$ cat src/rtl/cfgp_pkg.sv
package cfgp_pkg;
  localparam int          KEY_LEN     = 4;
  localparam logic [7:0]  IDX_EXIT    = 8'h02;
  localparam logic [7:0]  EXIT_VAL    = 8'h02;
  localparam logic [7:0]  IDX_LDN     = 8'h07;
  localparam logic [7:0]  IDX_ID_HI   = 8'h20;
  localparam logic [7:0]  IDX_ID_LO   = 8'h21;
  localparam logic [7:0]  IDX_REV     = 8'h22;
  localparam logic [7:0]  IDX_ACT     = 8'h30;
  localparam logic [7:0]  IDX_BASE_HI = 8'h60;
  localparam logic [7:0]  IDX_BASE_LO = 8'h61;
  localparam logic [7:0]  IDX_WDG_0   = 8'h71;
  localparam logic [7:0]  CLOSED_RD   = 8'hFF;

  // expected byte at each position of the unlock key
  function automatic logic [7:0] key_byte(input logic [1:0] pos);
    case (pos)
      2'd0:    key_byte = 8'h87;
      2'd1:    key_byte = 8'h01;
      default: key_byte = 8'h55;
    endcase
  endfunction
endpackage

$ cat src/rtl/cfgp_key_unlock.sv
module cfgp_key_unlock
  import cfgp_pkg::*;
(
  input  logic       clk,
  input  logic       rst_n,
  input  logic       idx_wr,
  input  logic [7:0] wdata,
  input  logic       exit_req,
  output logic       open
);
  logic [1:0] pos_q, pos_d;
  logic       open_q, open_d;
  logic       upd;

  always_comb begin
    pos_d  = pos_q;
    open_d = open_q;
    upd    = 1'b0;
    if (open_q) begin
      if (exit_req) begin
        open_d = 1'b0;
        upd    = 1'b1;
      end
      if (pos_q != 2'd0) begin
        pos_d = 2'd0;
        upd   = 1'b1;
      end
    end else if (idx_wr) begin
      upd = 1'b1;
      if (wdata == key_byte(pos_q)) begin
        if (pos_q == 2'(KEY_LEN - 1)) begin
          open_d = 1'b1;
          pos_d  = 2'd0;
        end else begin
          pos_d = pos_q + 2'd1;
        end
      end else if (wdata == key_byte(2'd0)) begin
        pos_d = 2'd1;
      end else begin
        pos_d = 2'd0;
      end
    end
  end

  always_ff @(posedge clk or negedge rst_n) begin
    if (!rst_n) begin
      pos_q  <= 2'd0;
      open_q <= 1'b0;
    end else if (upd) begin
      pos_q  <= pos_d;
      open_q <= open_d;
    end
  end

  assign open = open_q;
endmodule

$ cat src/rtl/cfgp_dev_bank.sv
module cfgp_dev_bank
  import cfgp_pkg::*;
#(
  parameter int NUM_LDN = 16,
  localparam int LDN_W  = (NUM_LDN > 1) ? $clog2(NUM_LDN) : 1
)(
  input  logic               clk,
  input  logic               rst_n,
  input  logic               dat_wr,
  input  logic [7:0]         ldn,
  input  logic [7:0]         idx,
  input  logic [7:0]         wdata,
  output logic [NUM_LDN-1:0] act,
  output logic [7:0]         rd_data
);
  logic              ldn_ok;
  logic [LDN_W-1:0]  dev;
  logic [15:0]       base_w [NUM_LDN];

  assign ldn_ok = int'(ldn) < NUM_LDN;
  assign dev    = ldn[LDN_W-1:0];

  for (genvar i = 0; i < NUM_LDN; i++) begin : g_dev
    logic        sel;
    logic        act_q;
    logic        act_en;
    logic [15:0] base_q, base_d;
    logic        base_en;

    assign sel     = ldn_ok && (int'(dev) == i);
    assign act_en  = dat_wr && sel && (idx == IDX_ACT);
    assign base_en = dat_wr && sel && ((idx == IDX_BASE_HI) || (idx == IDX_BASE_LO));

    always_comb begin
      base_d = base_q;
      if (idx == IDX_BASE_HI) base_d[15:8] = wdata;
      else                    base_d[7:0]  = wdata;
    end

    always_ff @(posedge clk or negedge rst_n) begin
      if (!rst_n) begin
        act_q  <= 1'b0;
        base_q <= 16'h0000;
      end else begin
        if (act_en)  act_q  <= wdata[0];
        if (base_en) base_q <= base_d;
      end
    end

    assign act[i]    = act_q;
    assign base_w[i] = base_q;
  end

  always_comb begin
    rd_data = 8'h00;
    if (ldn_ok) begin
      case (idx)
        IDX_ACT:     rd_data = {7'b0, act[dev]};
        IDX_BASE_HI: rd_data = base_w[dev][15:8];
        IDX_BASE_LO: rd_data = base_w[dev][7:0];
        default:     rd_data = 8'h00;
      endcase
    end
  end
endmodule

$ cat src/rtl/cfgp_wdg_fwd.sv
module cfgp_wdg_fwd
  import cfgp_pkg::*;
#(
  parameter logic [7:0] WDG_LDN  = 8'h07,
  parameter int         WDG_REGS = 4,
  localparam int        SEL_W    = (WDG_REGS > 1) ? $clog2(WDG_REGS) : 1
)(
  input  logic             open,
  input  logic             io_wr,
  input  logic             io_rd,
  input  logic             io_addr,
  input  logic [7:0]       ldn,
  input  logic [7:0]       idx,
  input  logic [7:0]       wdata,
  input  logic [7:0]       ext_rdata,
  output logic             fwd_wr,
  output logic             fwd_rd,
  output logic [SEL_W-1:0] fwd_sel,
  output logic [7:0]       fwd_wdata,
  output logic [7:0]       rd_data
);
  logic in_win;
  logic hit;

  assign in_win = (int'(idx) >= int'(IDX_WDG_0)) && (int'(idx) < int'(IDX_WDG_0) + WDG_REGS);
  assign hit    = open && io_addr && (ldn == WDG_LDN) && in_win;

  assign fwd_wr    = hit && io_wr;
  assign fwd_rd    = hit && io_rd;
  assign fwd_sel   = SEL_W'(idx - IDX_WDG_0);
  assign fwd_wdata = wdata;
  assign rd_data   = hit ? ext_rdata : 8'h00;
endmodule

$ cat src/rtl/cfgp_port.sv
module cfgp_port
  import cfgp_pkg::*;
#(
  parameter int          NUM_LDN   = 16,
  parameter logic [15:0] CHIP_ID   = 16'h5A3C,
  parameter logic [3:0]  CHIP_REV  = 4'h6,
  parameter logic [7:0]  WDG_LDN   = 8'h07,
  parameter int          WDG_REGS  = 4,
  localparam int         WDG_SEL_W = (WDG_REGS > 1) ? $clog2(WDG_REGS) : 1
)(
  input  logic                 clk,
  input  logic                 rst_n,
  input  logic                 io_wr,
  input  logic                 io_rd,
  input  logic                 io_addr,
  input  logic [7:0]           io_wdata,
  output logic [7:0]           io_rdata,
  output logic                 cfg_open,
  output logic [NUM_LDN-1:0]   dev_act,
  output logic                 wdg_wr,
  output logic                 wdg_rd,
  output logic [WDG_SEL_W-1:0] wdg_sel,
  output logic [7:0]           wdg_wdata,
  input  logic [7:0]           wdg_rdata
);
  // reset: asserted at once, released through two flops
  logic [1:0] rst_sync_q;
  logic       rst_int_n;

  always_ff @(posedge clk or negedge rst_n) begin
    if (!rst_n) rst_sync_q <= 2'b00;
    else        rst_sync_q <= {rst_sync_q[0], 1'b1};
  end
  assign rst_int_n = rst_sync_q[1];

  logic       open;
  logic       idx_wr, dat_wr, exit_req;
  logic [7:0] idx_q, idx_d;
  logic       idx_en;
  logic [7:0] ldn_q;
  logic       ldn_en;
  logic [7:0] bank_rd, wdg_rd_data;

  assign idx_wr   = io_wr && !io_addr;
  assign dat_wr   = open && io_wr && io_addr;
  assign exit_req = dat_wr && (idx_q == IDX_EXIT) && (io_wdata == EXIT_VAL);
  assign ldn_en   = dat_wr && (idx_q == IDX_LDN);

  cfgp_key_unlock i_key (
    .clk      (clk),
    .rst_n    (rst_int_n),
    .idx_wr   (idx_wr),
    .wdata    (io_wdata),
    .exit_req (exit_req),
    .open     (open)
  );

  // index register: cleared while closed, loaded by index writes while open
  always_comb begin
    idx_d  = idx_q;
    idx_en = 1'b0;
    if (!open) begin
      idx_d  = 8'h00;
      idx_en = (idx_q != 8'h00);
    end else if (idx_wr) begin
      idx_d  = io_wdata;
      idx_en = 1'b1;
    end
  end

  always_ff @(posedge clk or negedge rst_int_n) begin
    if (!rst_int_n) idx_q <= 8'h00;
    else if (idx_en) idx_q <= idx_d;
  end

  always_ff @(posedge clk or negedge rst_int_n) begin
    if (!rst_int_n) ldn_q <= 8'h00;
    else if (ldn_en) ldn_q <= io_wdata;
  end

  cfgp_dev_bank #(.NUM_LDN(NUM_LDN)) i_bank (
    .clk     (clk),
    .rst_n   (rst_int_n),
    .dat_wr  (dat_wr),
    .ldn     (ldn_q),
    .idx     (idx_q),
    .wdata   (io_wdata),
    .act     (dev_act),
    .rd_data (bank_rd)
  );

  cfgp_wdg_fwd #(.WDG_LDN(WDG_LDN), .WDG_REGS(WDG_REGS)) i_wdg (
    .open      (open),
    .io_wr     (io_wr),
    .io_rd     (io_rd),
    .io_addr   (io_addr),
    .ldn       (ldn_q),
    .idx       (idx_q),
    .wdata     (io_wdata),
    .ext_rdata (wdg_rdata),
    .fwd_wr    (wdg_wr),
    .fwd_rd    (wdg_rd),
    .fwd_sel   (wdg_sel),
    .fwd_wdata (wdg_wdata),
    .rd_data   (wdg_rd_data)
  );

  always_comb begin
    if (!open) begin
      io_rdata = CLOSED_RD;
    end else if (!io_addr) begin
      io_rdata = idx_q;
    end else begin
      case (idx_q)
        IDX_LDN:   io_rdata = ldn_q;
        IDX_ID_HI: io_rdata = CHIP_ID[15:8];
        IDX_ID_LO: io_rdata = CHIP_ID[7:0];
        IDX_REV:   io_rdata = {4'h0, CHIP_REV};
        default:   io_rdata = bank_rd | wdg_rd_data;
      endcase
    end
  end

  assign cfg_open = open;
endmodule

$ cat config.mk
export PLATFORM = sky130hd
export DESIGN_NAME = cfgp_port
export DESIGN_NICKNAME = d
export VERILOG_FILES = /design/src/rtl/cfgp_pkg.sv /design/src/rtl/cfgp_key_unlock.sv /design/src/rtl/cfgp_dev_bank.sv /design/src/rtl/cfgp_wdg_fwd.sv /design/src/rtl/cfgp_port.sv
export SDC_FILE = /design/constraint.sdc
export NUM_CORES = 1
export LEC_CHECK = 0
export ABC_CLOCK_PERIOD_IN_PS = 10000
export BUFFER_PORTS_ARGS = -buffer_cell sky130_fd_sc_hd__buf_4
export CAP_MARGIN = 0
export CORE_MARGIN = 5
export CORE_UTILIZATION = 51
export DETAILED_ROUTE_END_ITERATION = 8
export HOLD_SLACK_MARGIN = 0.08
export PLACE_DENSITY = 0.68
export RECOVER_POWER = 25
export SLEW_MARGIN = 20
export SYNTH_ARGS = -nofsm -noshare
export SYNTH_HDL_FRONTEND = slang
export SYNTH_SLANG_ARGS = --single-unit
$ cat constraint.sdc
create_clock -name clk -period 10 [get_ports clk]
set_input_delay 1.5 -clock clk [delete_from_list [all_inputs] [get_ports clk]]
set_output_delay 1.5 -clock clk [all_outputs]
set_load 0.01 [all_outputs]
### Yosys cells after proc, flatten, opt, wreduce, memory -nomap -nowiden

Cells that the tools add are included.

| cells by class | value |
|---|---|
| $add $sub $neg | 2 |
| magnitude comparators | 5 |
| equal/unequal tests | 31 |
| muxes and demuxes | 32 |
| bitwise operators | 3 |
| reduce and logical (&&, ||, !) cells | 117 |

Operator list:

| kind | count |
|---|---|
| logical AND 1 bit | 76 |
| AND reduction 2 bit | 33 |
| binary-select mux 16 bit (select 4 bit) | 1 |
| 2-to-1 mux 8 bit | 8 |
| == test 4 bit, second input constant | 8 |
| == test 8 x 6 -> 1 bit, second input constant | 4 |
| 2-to-1 mux 16 bit | 2 |
| case mux 8 bit (4 select lines) | 1 |
| case mux 8 bit (3 select lines) | 1 |
| == test 4 x 3 -> 1 bit, second input constant | 4 |
| == test 8 x 2 -> 1 bit, second input constant | 2 |
| == test 8 x 3 -> 1 bit, second input constant | 2 |
| == test 8 x 7 -> 1 bit, second input constant | 2 |
| case mux 8 bit (2 select lines) | 1 |
| 2-to-1 mux 1 bit | 12 |
| 2-to-1 mux 2 bit | 5 |
| == test 4 x 2 -> 1 bit, second input constant | 2 |
| == test 8 bit | 1 |
| == test 8 bit, second input constant | 1 |
| greater-or-equal comparator 8 x 7 -> 1 bit, second input constant | 1 |
| less-than comparator 8 x 5 -> 1 bit, second input constant | 1 |
| less-than comparator 8 x 7 -> 1 bit, second input constant | 1 |
| OR 8 bit | 1 |
| nonzero test 8 bit | 1 |
| other kinds (18) | 19 |

| storage, ports and cells | value |
|---|---|
| register bits after elaboration | 293 |
| input bits | 21 |
| output and inout port bits | 37 |

### Longest topological paths before layout

Gate-level depths: netlist of the first run.

| logic depth | value |
|---|---|
| word-level depth | 10 |
| mapped depth | 9 |

### Modules after synthesis

A second synthesis of the first run with hierarchy kept.

| second synthesis, totals | value |
|---|---|
| cells, all modules | 1043 |
| area, all modules | 14574.0 um2 |

By module, submodules not included:

| module | instances | cells each | area an instance (um2) |
|---|---|---|---|
| cfgp_dev_bank | 1 | 847 | 12909.9 |
| cfgp_port | 1 | 132 | 1089.8 |
| cfgp_key_unlock | 1 | 33 | 311.5 |
| cfgp_wdg_fwd | 1 | 31 | 262.8 |

### Worst setup path before layout of the first run

Ideal clock, no wire load.

| timing path | value |
|---|---|
| kind | input to output |
| start point | input io_addr |
| end point | output io_rdata[2] |
| data arrival time | 2.632 ns |
| data required time | 8.500 ns |
| slack | 5.868 ns |
| stages on the path | 7 |
| path through | and2_1 > clkbuf_1 > nand2_1 > nand2_1 > nor3b_1 > a2111oi_0 > a21oi_1 |

| between the ends | value |
|---|---|
| cells in the longest elaborated chain, start to end | 8 |

RTL lines:

| element | line | text |
|---|---|---|
| start: declaration | cfgp_port.sv:15 | `input logic io_addr,` |
| logical AND 1 bit (3 in series) | cfgp_wdg_fwd.sv:26 | `assign hit = open && io_addr && (ldn == WDG_LDN) && in_win;` |
| 2-to-1 mux 8 bit | cfgp_wdg_fwd.sv:32 | `assign rd_data = hit ? ext_rdata : 8'h00;` |
| OR 8 bit | cfgp_port.sv:119 | `default: io_rdata = bank_rd \| wdg_rd_data;` |
| case mux 8 bit (4 select lines) | cfgp_port.sv:114 | `case (idx_q)` |
| 2-to-1 mux 8 bit * | cfgp_port.sv:111 | `end else if (!io_addr) begin` |
| 2-to-1 mux 8 bit * | cfgp_port.sv:109 | `if (!open) begin` |
| end: declaration | cfgp_port.sv:17 | `output logic [7:0] io_rdata,` |

Every way passes the cells marked *; elsewhere a longest branch is shown, timed or not.

==> results of run 1 <==
worst min path at each step:
stage	depth (start not counted)	slack [ns]	start	end
6_report	0	0.35	rst_sync_q[0]$_DFF_PN0_	rst_sync_q[1]$_DFF_PN0_
5_1_grt	0	0.36	rst_sync_q[0]$_DFF_PN0_	rst_sync_q[1]$_DFF_PN0_
4_1_cts	0	0.36	rst_sync_q[0]$_DFF_PN0_	rst_sync_q[1]$_DFF_PN0_
2_1_floorplan	0	0.33	rst_sync_q[0]$_DFF_PN0_	rst_sync_q[1]$_DFF_PN0_
3_3_place_gp	0	0.34	rst_sync_q[0]$_DFF_PN0_	rst_sync_q[1]$_DFF_PN0_
3_5_place_dp	0	0.34	rst_sync_q[0]$_DFF_PN0_	rst_sync_q[1]$_DFF_PN0_
cells by family (layout without fill, tap and decap cells):
kind of cell / after synthesis / after routing / share of synthesized area (%)
other: 1 / 1 / 0.0261
multiplexers: 369 / 369 / 33.2
adder cells (fa/ha/maj): 10 / 10 / 0.871
XOR/XNOR: 1 / 1 / 0.0610
AO/OA/AOI/OAI: 72 / 72 / 3.43
flip-flops: 293 / 293 / 51.0
AND/OR/NAND/NOR: 221 / 221 / 7.77
buffers and inverters: 104 / 129 / 3.59
flip-flops by register name, indices dropped and copies added (netlist names):
name / cells
i_key.open: 1
i_key.pos_q: 2
i_bank.g_dev.base_q: 256
i_bank.g_dev.act_q: 16
ldn_q: 8
rst_sync_q: 2
idx_q: 8
stage by stage:
step	area [µm²]	hold slack, ns	util (%)	setup WS (ns)	cells
floorplan	14400	0.331	-	1.23	1071
detailed placement	14900	0.343	53.5	5.03	1420
global route	15800	0.360	57.0	2.74	1474
global placement	14900	0.339	53.5	5.03	1420
CTS	15900	0.357	57.1	4.43	1474
finish	15800	0.354	57.0	4.15	1474
per-layer routing:
layer | up-vias | wire length [µm] | track usage, %
met5 | - | 0 | 0
met4 | 0 | 1190 | 8.12
met3 | 76 | 2770 | 5.82
met2 | 290 | 16400 | 35.2
met1 | 4646 | 16000 | 33.2
li1 | 3914 | - | -
synthesized netlist by cell type (all sizes together), types with 3 or more instances:
master / count
inv: 8
nor2b: 3
o21ai: 12
o2111ai: 3
or3: 6
o31ai: 3
mux2i: 31
ha: 10
nand3: 27
o211ai: 6
and2: 5
a22oi: 11
clkbuf: 44
or2: 4
dfrtp: 293
a21oi: 12
nor2: 48
or4: 4
nor4: 8
o22ai: 3
o311ai: 3
mux4: 58
nor3: 10
a31oi: 6
buf: 51
nand4: 8
nand2: 89
mux2: 280
a221oi: 4
power by group through the flow:
| stage | sequential, W | combinational [W] | clock [W] |
|---|---|---|---|
| after floorplan | 0.00123 | 0.0000191 | 0 |
| after global routing | 0.00119 | 0.0000596 | 0.00121 |
| final | 0.00119 | 0.0000532 | 0.00114 |
| after global placement | 0.00121 | 0.0000553 | 0 |
| after CTS | 0.00119 | 0.0000554 | 0.00116 |
| after detailed placement | 0.00121 | 0.0000552 | 0 |
cells in the final DEF, fill, tap and decap left out, types with 6 or more instances in the layout:
cell	synthesis	routed
dfrtp_1	293	291
mux2_2	279	279
nand2_1	87	87
buf_4	26	64
mux4_2	58	58
nor2_1	44	44
mux2i_1	31	31
clkbuf_16	0	31
nand3_1	27	27
clkbuf_1	44	15
o21ai_0	12	12
a21oi_1	12	12
a22oi_1	11	11
ha_1	10	10
nand4_1	8	8
inv_1	8	8
nor3_1	7	7
or3_1	6	6
a31oi_1	6	6
o211ai_1	6	6
cell type report:
cell class	instances	area [µm²]	share of cell area [%]
clock buffer	49	893	5.64
clock inverter	5	103	0.647
inverter	9	33.8	0.213
multi-input combinational	674	6520	41.1
sequential	293	7340	46.3
tap	378	473	2.98
timing repair buffer	66	488	3.08
==> results.yml, run 1 <==
drt:
  drc: 0
  routed_wirelength_mm: 36.3
  viasPerCell: 6.06
  routedWlPerCell_um: 24.6
  firstDrtPassIters: 5
  vias: 8926
  ant_nets: 0
  drt_iter0_markers: 680
clock_tree:
  clk_pin_slew_ns: 0.06
  clock_path_buffers: 3
  ctsResizeCount: 0
  cts_tree: "done"
  hold_buffers: 0
  insertion_delay_ns: 0.56
  cts_sinks: 293
  htreeDepth: 1
  clockRootBuffer: "clkbuf_16"
  cts_setup_buffers: 0
  numCtsBuffers: 31
run_status:
  status: "finished, violations left"
  violations: "capacitance limit, slew limit"
synth:
  ys_types: 57
  synthTopCellsByArea: "dfrtp_1 (51%), mux2_2 (22%), mux4_2 (9.1%), nand2_1 (2.3%), mux2i_1 (2.2%)"
  avgSynthCellArea_um2: 13.4
  ys_async_sr_fraction_pct: 100
  yosys.area.top_type: "dfrtp_1"
  synth_edf_count: 0
  synth_top_cell_area_share_pct: 51.0
  ys_warn_count: 0
  seq_area_frac_synth_pct: 51.0
  syn-num-nets: 1102
  synth-main-ff-cell: "dfrtp_1"
  ys_ff_latch: 293
  synth_cells: 1071
  synth_area_mm2: 0.0144
sta:
  maxSlewViolCount: 147
  rsz0062_at_grt: "no"
  worstMarginPinSlew_ns: 3.72
  skew_ns: 0.0109
  tns_ns: 0
  finalCritPeriodShare_pct: 58.5
  min_period_ns: 5.85
  fmax_mhz: 171
  setup_viol: 0
  hold_viol: 0
  relSlewSlack_pct: -148
worst_setup_path:
  endpoint_kind: "async pin"
  startpoint_type: "flip-flop"
  cp.arrival_ns: 5.66
  crit_path_start: "rst_sync_q[1]$_DFF_PN0_"
  rr_worst_depth: 1
  r2r_start: "rst_sync_q[1]$_DFF_PN0_"
  cp_slowest_cell: "clkbuf_1"
  crit_path_max_incr_delay_ns: 2.73
  worstSetupEndpoint: "i_bank.g_dev[14].base_q[12]$_DFFE_PN0P_"
  path_buf_inv: 1
  crit_type: "flip-flop to async pin"
  rr_endpoint: "i_bank.g_dev[14].base_q[12]$_DFFE_PN0P_"
  critPathMaxFanout: 73
  crit_required_ns: 9.81
  ff2ff_setup_slack_ns: 4.15
  cpLargestDelayFamily: "buffers and inverters"
  cp.depth: 1
  crit_chain: "clkbuf_1"
power_and_ir_drop:
  powerDensity_mw_per_mm2: 151
  p_leak_nw: 7.56
  p_total_w: 0.00239
  p_clk_share_pct: 47.8
  switching_share_pct: 21.3
  p_int_w: 0.00188
  worst_ir_drop_vdd_mv: 0.112
  p_comb_share_pct: 2.2
  seqPwrFrac_pct: 50.0
  switchingPower_w: 0.000508
floorplan:
  dieArea_mm2: 0.0316
  num_rows: 61
  die_height_um: 178
  io_pins: 58
  die_w_um: 178
  core_area_mm2: 0.0278
  start_util_pct: 51.7
placement:
  io_buffers: 57
  dp_hpwl_mm: 24.0
  place_congestion: 0.934
worst_hold_path:
  hp-class: "flip-flop to flip-flop"
cells_and_area:
  num-fill-cells: 2325
  antenna_cells: 0
  fin_nets: 1106
  syn_to_final_growth_pct: 10.3
  drive_gt1_share_pct: 42.0
global_route:
  grt_max_degree: 77
  overflow: 0
  grt_usage_pct: 23.3
  first_global_vias: 9222
  grt_pass1_wl_mm: 56.4
  antenna_found_initial: 0
run:
  max_cap_viol_count: 2
Note: power is estimated with default switching activity, not from simulation.
==> run 2, diff against run 1 <==
--- a/config.mk
+++ b/config.mk
@@ -5,7 +5,8 @@
 export SDC_FILE = /design/constraint.sdc
 export NUM_CORES = 1
 export LEC_CHECK = 0
-export ABC_CLOCK_PERIOD_IN_PS = 10000
+export ABC_AREA = 1
+export ABC_CLOCK_PERIOD_IN_PS = 5900
 export BUFFER_PORTS_ARGS = -buffer_cell sky130_fd_sc_hd__buf_4
 export CAP_MARGIN = 0
 export CORE_MARGIN = 5
==> constraint.sdc (replaced) <==
create_clock -name clk -period 5.9 [get_ports clk]
set_input_delay 0.885 -clock clk [delete_from_list [all_inputs] [get_ports clk]]
set_output_delay 0.885 -clock clk [all_outputs]
set_load 0.01 [all_outputs]
==> run 2 against run 1 <==
  * The flow still finishes with violations (capacitance limit, slew limit)
  * Synthesized cell count is 66% higher
  * Power is 85% higher
  * Final cell count is 44% higher
  * Core utilization is 0.065 points higher
  * First-iteration DRC count is 110% higher
  * Combinational power grew to 5.7 times the previous value
  * Critical path type is now flip-flop to output port
  * Critical endpoint is now io_rdata[6]
  * Largest cell class unchanged
  * Largest power group unchanged
==> results.yml, run 2 <==
synth:
  synthTopCellsByCount: "nand2_1 (788), o21ai_0 (308), dfrtp_1 (293)"
  synth_top_cell_area_share_pct: 52.9
  synth_area_mm2: 0.0139
  synthTopCellsByArea: "dfrtp_1 (53%), nand2_1 (21%), o21ai_0 (11%), a21oi_1 (1.7%), buf_2 (1.6%)"
  ys_ff_latch: 293
  synth_edf_count: 0
  yosys.area.top_type: "dfrtp_1"
  ys_types: 30
  synth-main-ff-cell: "dfrtp_1"
  syn-num-nets: 1808
  synth_most_common_cell: "nand2_1"
  ys_warn_count: 0
  ys_async_sr_fraction_pct: 100
  avgSynthCellArea_um2: 7.81
  seq_area_frac_synth_pct: 52.9
  synth_cells: 1777
drt:
  routedWlPerCell_um: 19.4
  ant_nets: 0
  drt_iter0_markers: 1428
  drc: 0
  vias: 12200
  viasPerCell: 5.74
  routed_wirelength_mm: 41.3
  firstDrtPassIters: 6
power_and_ir_drop:
  powerDensity_mw_per_mm2: 287
  seqPwrFrac_pct: 47.0
  switchingPower_w: 0.00108
  p_clk_share_pct: 46.2
  p_int_w: 0.00332
  switching_share_pct: 24.6
  p_comb_share_pct: 6.8
  p_leak_nw: 7.34
  worst_ir_drop_vdd_mv: 0.142
cells_and_area:
  finalNonFillerCells: 2129
  multiInputGateArea_mm2: 0.00575
  top_regs: "i_bank.g_dev.base_q (256), i_bank.g_dev.act_q (16)"
  final_util_pct: 57.1
  regMostFlops: "i_bank.g_dev.base_q"
  layout_common_cells: "nand2_1 (788), o21ai_0 (308), dfrtp_1 (292), buf_4 (74), a21oi_1 (48)"
  regArea_mm2: 0.00733
  drive_gt1_share_pct: 7.77
  fin_nets: 1794
  largest_reg_flops: 256
  num-fill-cells: 2475
  antenna_cells: 0
  final_common_cell: "nand2_1"
  syn_to_final_growth_pct: 10.6
global_route:
  antenna_found_initial: 0
  first_global_vias: 11600
  grt_usage_pct: 27.1
  grt_pass1_wl_mm: 66.3
  overflow: 0
  grt_max_degree: 129
placement:
  place_congestion: 0.901
  dp_hpwl_mm: 26.5
  io_buffers: 57
  dp.cells: 2068
floorplan:
  io_pins: 58
  core_area_mm2: 0.0269
  start_util_pct: 51.6
  die_w_um: 175
  dieArea_mm2: 0.0306
  die_height_um: 175
  num_rows: 60
run_status:
  status: "finished, violations left"
  violations: "capacitance limit, slew limit"
sta:
  skew_ns: 0.0145
  min_period_ns: 4.74
  tns_ns: 0
  maxSlewViolCount: 146
  setup_viol: 0
  finalHoldWorstSlack_ns: 0.147
  fmax_mhz: 211
  finalCritPeriodShare_pct: 80.3
  rsz0062_at_grt: "no"
  worstMarginPinSlew_ns: 2.99
  relSlewSlack_pct: -99.4
  hold_viol: 0
worst_setup_path:
  crit_path_start: "ldn_q[1]$_DFFE_PN0P_"
  startpoint_type: "flip-flop"
  critPathMaxFanout: 32
  crit_type: "flip-flop to output port"
  crit_required_ns: 5.02
  r2r_start: "rst_sync_q[1]$_DFF_PN0_"
  endpoint_kind: "output port"
  rr_worst_depth: 1
  cp.arrival_ns: 3.85
clock_tree:
  cts_tree: "done"
  insertion_delay_ns: 0.51
  htreeDepth: 2
  cts_sinks: 293
  clk_pin_slew_ns: 0.06
  clock_path_buffers: 3
  cts_setup_buffers: 0
  ctsResizeCount: 0
  hold_buffers: 0
  numCtsBuffers: 34
  clockRootBuffer: "clkbuf_16"
run:
  max_cap_viol_count: 3
worst_hold_path:
  hp-class: "input pin to async pin"
-- run 2: metal layers --
metal	track usage (%)	vias to the layer above	wire length, µm
met1	39.6	5869	18000
met2	41.8	529	18500
li1	-	5738	-
met4	7.56	0	1120
met5	0	-	0
met3	5.15	92	3640
-- run 2: worst paths after layout --
path / end / slack [ns]
setup / recovery: io_rdata[6] / 1.16
hold / removal: rst_sync_q[0]$_DFF_PN0_ / 0.15
setup reg to reg: i_bank.g_dev[11].base_q[9]$_DFFE_PN0P_ / 1.59
hold reg to reg: rst_sync_q[1]$_DFF_PN0_ / 0.35
max in group asynchronous: i_bank.g_dev[11].base_q[9]$_DFFE_PN0P_ / 1.59
min in group clk: rst_sync_q[1]$_DFF_PN0_ / 0.35
-- run 2: kinds of logic (layout without fill, tap and decap cells) --
| family | count (synthesis) | count (layout) | share of synthesized area [%] |
|---|---|---|---|
| other cells | 1 | 1 | 0.0270 |
| buf+inv | 173 | 184 | 5.86 |
| flops | 293 | 293 | 52.9 |
| simple gates | 909 | 909 | 25.8 |
| fa+ha+maj | 10 | 10 | 0.902 |
| compound gates | 391 | 391 | 14.6 |
-- run 2: stage by stage --
step / cell area [µm²] / total power, W / setup WS (ns)
finish: 15300 / 0.00441 / 1.16
global route: 15300 / 0.00455 / 0.740
CTS: 15400 / 0.00443 / 1.23
detailed placement: 14300 / 0.00240 / 1.77
global placement: 14300 / 0.00240 / 1.79
floorplan: 13900 / 0.00228 / 1.10
-- run 2: area by class of cell --
class	instances	area share (%)
clock buffers	51	6.49
clock inverters	10	0.563
inverters	43	1.05
multi-input cells	1311	37.5
flip-flops and latches	293	47.8
well taps	341	2.78
repair buffers	80	3.87
-- run 2: worst max-delay path, cell delays in order, from the launching register on --
cell	delay [ns]
dfrtp_1	0.66
inv_2	0.37
nor2_4	0.69
buf_4	0.48
nand2_1	0.10
nand4_1	0.10
nand2_1	0.05
nand2_1	0.10
o21ai_0	0.13
nand2_1	0.22
nand2_1	0.09
nand3_1	0.10
nand2_1	0.07
nand2_1	0.06
buf_4	0.12
-- run 2: power groups by stage --
stage	logic, W	registers (W)	clock network [W]
floorplan	0.000167	0.00211	0
global placement	0.000295	0.00210	0
detailed placement	0.000296	0.00210	0
CTS	0.000298	0.00207	0.00206
global route	0.000328	0.00207	0.00215
finish	0.000301	0.00207	0.00204
